`config.mk`:
```
export PLATFORM = sky130hd
export DESIGN_NAME = axb_req_check
export DESIGN_NICKNAME = d
export VERILOG_FILES = /design/src/rtl/axb_pkg.sv /design/src/rtl/axb_len_rule.sv /design/src/rtl/axb_size_rule.sv /design/src/rtl/axb_page_rule.sv /design/src/rtl/axb_req_check.sv
export SDC_FILE = /design/constraint.sdc
export NUM_CORES = 1
export LEC_CHECK = 0
export ABC_AREA = 1
export BUFFER_PORTS_ARGS = -buffer_cell sky130_fd_sc_hd__buf_2
export CORE_ASPECT_RATIO = 1.2
export CORE_MARGIN = 2
export CORE_UTILIZATION = 47
export DETAILED_ROUTE_END_ITERATION = 6
export PLACE_DENSITY = 0.74
export SLEW_MARGIN = 20
export SYNTH_ARGS = -nofsm -noshare
export SYNTH_HDL_FRONTEND = slang
export SYNTH_SLANG_ARGS = --single-unit
```
`constraint.sdc`:
```
create_clock -name clk -period 4.32 [get_ports clk]
set_input_delay 0.216 -clock clk [delete_from_list [all_inputs] [get_ports clk]]
set_output_delay 0.216 -clock clk [all_outputs]
set_load 0.02 [all_outputs]
```
`src/rtl/axb_pkg.sv`:
```
package axb_pkg;
  typedef enum logic [1:0] {
    BK_FIXED = 2'b00,
    BK_INCR  = 2'b01,
    BK_WRAP  = 2'b10,
    BK_RSVD  = 2'b11
  } burst_kind_e;

  typedef enum logic [1:0] {
    RC_OK   = 2'd0,
    RC_LEN  = 2'd1,
    RC_SIZE = 2'd2,
    RC_PAGE = 2'd3
  } reason_e;

  localparam int PAGE_LSB  = 12;
  localparam int AXLEN_W   = 8;
  localparam int AXSIZE_W  = 3;
  localparam int INCR_MAX  = 256;
  localparam int FIXED_MAX = 16;
  localparam int WRAP_MAX  = 16;
endpackage

```
`src/rtl/axb_len_rule.sv`:
```
module axb_len_rule
  import axb_pkg::*;
#(
  parameter int CNT_W = 9
) (
  input  logic [CNT_W-1:0] beats,
  input  logic [1:0]       kind,
  output logic             len_ok
);
  localparam logic [CNT_W-1:0] LIM_INCR  = CNT_W'(INCR_MAX);
  localparam logic [CNT_W-1:0] LIM_FIXED = CNT_W'(FIXED_MAX);
  localparam logic [CNT_W-1:0] LIM_WRAP  = CNT_W'(WRAP_MAX);

  logic nonzero;
  logic pow2;

  assign nonzero = (beats != '0);
  assign pow2    = ($countones(beats) == 1);

  always_comb begin
    unique case (burst_kind_e'(kind))
      BK_INCR:  len_ok = nonzero && (beats <= LIM_INCR);
      BK_FIXED: len_ok = nonzero && (beats <= LIM_FIXED);
      BK_WRAP:  len_ok = pow2 && (beats <= LIM_WRAP);
      default:  len_ok = 1'b0;
    endcase
  end
endmodule

```
`src/rtl/axb_size_rule.sv`:
```
module axb_size_rule
  import axb_pkg::*;
#(
  parameter int SIZE_W = 8,
  parameter int DATA_W = 64
) (
  input  logic [SIZE_W-1:0]   size_bytes,
  output logic                size_ok,
  output logic [AXSIZE_W-1:0] size_enc
);
  localparam int BUS_BYTES = DATA_W / 8;
  localparam logic [SIZE_W-1:0] BUS_LIM = SIZE_W'(BUS_BYTES);

  assign size_ok = ($countones(size_bytes) == 1) && (size_bytes <= BUS_LIM);

  // highest set bit; equals log2 whenever the size is a power of two
  always_comb begin
    size_enc = '0;
    for (int i = 0; i < SIZE_W; i++) begin
      if (size_bytes[i]) size_enc = AXSIZE_W'(i);
    end
  end
endmodule

```
`src/rtl/axb_page_rule.sv`:
```
module axb_page_rule
  import axb_pkg::*;
#(
  parameter int ADDR_W = 32,
  parameter int CNT_W  = 9
) (
  input  logic [ADDR_W-1:0]   addr,
  input  logic [CNT_W-1:0]    beats,
  input  logic [AXSIZE_W-1:0] size_enc,
  output logic                crosses
);
  localparam int SPAN_W = CNT_W + (1 << AXSIZE_W);
  localparam int SUM_W  = ((ADDR_W > SPAN_W) ? ADDR_W : SPAN_W) + 1;

  logic [SPAN_W-1:0] span;
  logic [SUM_W-1:0]  first_ext;
  logic [SUM_W-1:0]  last_ext;

  // size is a power of two when this result matters, so a shift replaces a multiply
  assign span      = SPAN_W'(beats - CNT_W'(1)) << size_enc;
  assign first_ext = SUM_W'(addr);
  assign last_ext  = first_ext + SUM_W'(span);
  assign crosses   = (first_ext[SUM_W-1:PAGE_LSB] != last_ext[SUM_W-1:PAGE_LSB]);
endmodule

```
`src/rtl/axb_req_check.sv`:
```
module axb_req_check
  import axb_pkg::*;
#(
  parameter int ADDR_W = 32,
  parameter int CNT_W  = 9,
  parameter int SIZE_W = 8,
  parameter int DATA_W = 64
) (
  input  logic                clk,
  input  logic                rst,
  input  logic                req_valid,
  input  logic [ADDR_W-1:0]   req_addr,
  input  logic [CNT_W-1:0]    req_beats,
  input  logic [SIZE_W-1:0]   req_size,
  input  logic [1:0]          req_burst,
  output logic                rsp_valid,
  output logic                rsp_accept,
  output logic [1:0]          rsp_reason,
  output logic [AXLEN_W-1:0]  ax_len,
  output logic [AXSIZE_W-1:0] ax_size,
  output logic [1:0]          ax_burst
);
  logic                len_ok;
  logic                size_ok;
  logic [AXSIZE_W-1:0] size_enc;
  logic                crosses;
  logic                is_incr;
  reason_e             reason_d;
  logic                accept_d;

  axb_len_rule #(.CNT_W(CNT_W)) u_len (
    .beats  (req_beats),
    .kind   (req_burst),
    .len_ok (len_ok)
  );

  axb_size_rule #(.SIZE_W(SIZE_W), .DATA_W(DATA_W)) u_size (
    .size_bytes (req_size),
    .size_ok    (size_ok),
    .size_enc   (size_enc)
  );

  axb_page_rule #(.ADDR_W(ADDR_W), .CNT_W(CNT_W)) u_page (
    .addr     (req_addr),
    .beats    (req_beats),
    .size_enc (size_enc),
    .crosses  (crosses)
  );

  assign is_incr  = (req_burst == BK_INCR);
  assign accept_d = len_ok && size_ok && !(is_incr && crosses);

  always_comb begin
    if (!len_ok)                 reason_d = RC_LEN;
    else if (!size_ok)           reason_d = RC_SIZE;
    else if (is_incr && crosses) reason_d = RC_PAGE;
    else                         reason_d = RC_OK;
  end

  always_ff @(posedge clk) begin
    if (rst) begin
      rsp_valid  <= 1'b0;
      rsp_accept <= 1'b0;
      rsp_reason <= RC_OK;
      ax_len     <= '0;
      ax_size    <= '0;
      ax_burst   <= '0;
    end else begin
      rsp_valid <= req_valid;
      if (req_valid) begin
        rsp_accept <= accept_d;
        rsp_reason <= reason_d;
        ax_len     <= AXLEN_W'(req_beats - CNT_W'(1));
        ax_size    <= size_enc;
        ax_burst   <= req_burst;
      end
    end
  end

  assert_rst_clear_R1: assert property (@(posedge clk) disable iff (rst)
    $past(rst) |-> (!rsp_valid && !rsp_accept));

  assert_strobe_R2: assert property (@(posedge clk) disable iff (rst)
    req_valid |=> rsp_valid);

  assert_hold_R2: assert property (@(posedge clk) disable iff (rst)
    !req_valid |=> (!rsp_valid && $stable(ax_len) && $stable(rsp_reason) && $stable(rsp_accept)));

  assert_zero_beats_R3: assert property (@(posedge clk) disable iff (rst)
    (req_valid && req_beats == '0) |=> (!rsp_accept && rsp_reason == RC_LEN));

  assert_reserved_R6: assert property (@(posedge clk) disable iff (rst)
    (req_valid && req_burst == BK_RSVD) |=> (!rsp_accept && rsp_reason == RC_LEN));

  assert_accept_code_R11: assert property (@(posedge clk) disable iff (rst)
    rsp_valid |-> (rsp_accept == (rsp_reason == RC_OK)));
endmodule

```
==> results.yml <==
outcome:
  outcome: "finished clean"
drt:
  drt-total-wl_um: 5940
  drc: 0
  vias_per_cell: 5.19
  vias: 2599
  antenna_left: 0
  wire_per_inst_um: 11.9
  initialDrtViolationCount: 82
  firstDrtPassIters: 4
timing:
  setup_violations: 0
  max_freq_mhz: 271
  timing.final.crit_share_pct: 85.4
  max_slew_margin_pct: 64.2
  worst_pin_slew_ns: 0.523
  layout_min_cycle_time_ns: 3.69
  hold_viol_final: 0
  final_max_slew_viol_count: 0
  finClkSkew_ns: 0
  timing.setup.tns_ns: 0
  rsz0062_at_grt: "false"
finish:
  antenna_cells: 0
  syn2layout_area_growth_pct: 14.3
  nFillCells: 538
  stdcell_area_um2: 2970
  final_nets: 545
  layout-drive-gt1-share_pct: 16.2
synthesis:
  ys_top_cells_by_count: "89 x nand2_1, 56 x inv_1, 42 x ha_1, 37 x o21ai_0, 26 x nor2_1"
  ys_seq_elements: 17
  synthArstFlopShare_pct: 0
  ys_seq_area_share_pct: 13.1
  synth_edf_count: 0
  syn_nets: 492
  yosys.area.top_type: "ha_1"
  yosys-top-cells-area: "ha_1 20%, dfxtp_1 13%, nand2_1 13%"
  synth_flop_cell: "dfxtp_1"
  syn_area_per_cell_um2: 6.72
  synth_top_cell_area_share_pct: 20.2
  yosysMostFrequentCell: "nand2_1"
  synth_area_um2: 2600
  ys_warn_count: 0
  synthCells: 387
  ys_types: 42
floorplan:
  die_height_um: 85.5
  core_um2: 5300
  io_pins: 71
  initial_utilization_pct: 49.1
  dieWidth_um: 71.9
  rows: 29
  dieArea_um2: 6150
clocking:
  clk_pin_slew_worst_paths_ns: 0.07
  postCtsSetupRepairBufs: 0
  clock_path_buffers: 2
  cts-resized-gates: 0
  cts-buffers-inserted: 3
  cts_tree: "done"
  root_buffer: "clkbuf_8"
  cts_sinks: 17
  cts-hold-fix-buffers: 0
  cts_max_level: 1
  clk_latency_ns: 0.24
placement:
  dp_hpwl_um: 5190
  port_buffers: 55
  placed_area_um2: 2930
  routabilityCongestion: 0.890
global_route:
  grt_pass1_wl_um: 10200
  top_usage_layer: "met2"
  first_global_vias: 2483
  grtUsageTotal_pct: 19.9
  met2_usage_pct: 40.3
  antenna_found_initial: 0
  gr-usage-met3_pct: 1.41
  grt_max_degree: 26
  overflow: 0
  grt.met1_usage_pct: 22.2
worst_hold_path:
  holdPathStages: 2
  hp-class: "input port to flop"
pwr:
  p_sw_share_pct: 42.6
  p_int_uw: 372
  switchingPower_uw: 276
  power_frac_seq_pct: 26.7
  pwr-share-clk_pct: 17.8
  powerDensity_nw_per_um2: 218
  ir_worst_vdd_mv: 0.196
  p_leak_nw: 1.65
  pwr-share-comb_pct: 55.4
setup_path:
  slowest_stage: "a2111oi_0"
  slowest_delay_ns: 0.41
  critPathLaunchType: "input port"
  critPathCaptureType: "flop"
  cp_data_required_time_ns: 4.46
  arrival_ns: 3.83
  cp_common_cell: "nand2_1"
  reg2reg_depth: 4
  worstPathMaxFanout: 5
  r2r_slack_ns: 3.63
  critical_path_class: "input port to flop"
run:
  maxCapViolations: 0
cell usage in the layout (no fill, tap or decap), types with 2 or more instances in the layout:
cell	instances
nor2_1	26
xnor2_1	3
clkinv_1	2
nor4_1	2
nand2_1	89
inv_1	56
a21oi_1	24
nand3_1	18
o21a_1	3
nor3_1	4
clkinv_2	2
o21ai_0	37
buf_2	55
fa_1	9
clkbuf_8	3
nand3b_1	2
o211ai_1	8
dfxtp_1	17
ha_1	42
mux2i_1	8
xor2_1	8
state kept, by name, summed over array words and instances, names as in the netlist:
| signal | cells |
|---|---|
| rsp_reason | 2 |
| ax_burst | 2 |
| rsp_accept | 1 |
| rsp_valid | 1 |
| ax_len | 8 |
| ax_size | 3 |
metal layers:
layer / part of all wire [%] / routed length, um
met1: 44 / 2590
met2: 52 / 3120
met3: 2.9 / 173
met4: 1.1 / 63
met5: 0 / 0
worst max-delay path, delay by kind of cell:
family	cells	cell delay, ns
AOI/OAI and AO/OA	9	1.75
xor gates and xnor gates	1	0.20
and+or+nand+nor	10	0.79
buffers and inverters	3	0.33
adders and majority gates	2	0.54
metrics by stage:
step | setup WS [ns] | power, mW | cells | utilization [%] | hold WS, ns
after floorplan | 1.06 | 0.443 | 387 | - | 0.312
after global placement | 0.446 | 0.527 | 497 | 55.3 | 0.449
after detailed placement | 0.379 | 0.537 | 497 | 55.3 | 0.459
after CTS | 0.637 | 0.654 | 501 | 56.1 | 0.233
after global routing | 0.173 | 0.714 | 501 | 56.1 | 0.239
final | 0.630 | 0.648 | 501 | 56.1 | 0.236
power groups by stage:
stage               Sequential (mW)  Clock (mW)  Combinational (mW)
floorplan                     0.189           0               0.253
CTS                           0.173       0.119               0.362
detailed placement            0.176           0               0.360
global placement              0.176           0               0.351
finish                        0.173       0.116               0.359
global route                  0.174       0.124               0.416
layout make-up:
type | instances | area, um^2 | area share, %
clock inverter | 1 | 5.00 | 0.168
multi-input combinational | 303 | 2010 | 67.5
timing repair buffer | 55 | 275 | 9.26
sequential | 17 | 340 | 11.4
tap | 62 | 77.6 | 2.61
clock buffer | 3 | 41.3 | 1.39
inverter | 60 | 226 | 7.61
cell families (layout without fill, tap and decap cells):
family	after synthesis	after routing	synth area share, %
and+or+nand+nor	150	150	24.9
AOI/OAI and AO/OA	83	83	18.4
buffers and inverters	67	119	9.72
adders and majority gates	51	51	27.1
DFF	17	17	13.1
xor gates and xnor gates	11	11	3.70
muxes	8	8	3.08
final timing paths:
| path | from | end |
|---|---|---|
| min reg2reg | rsp_reason[1] | rsp_reason[1] |
| min | rst | rsp_accept |
| max reg2reg | ax_len[2] | ax_len[2] |
| max | req_beats[0] | rsp_reason[1] |
(Power assumes the default switching activity.)
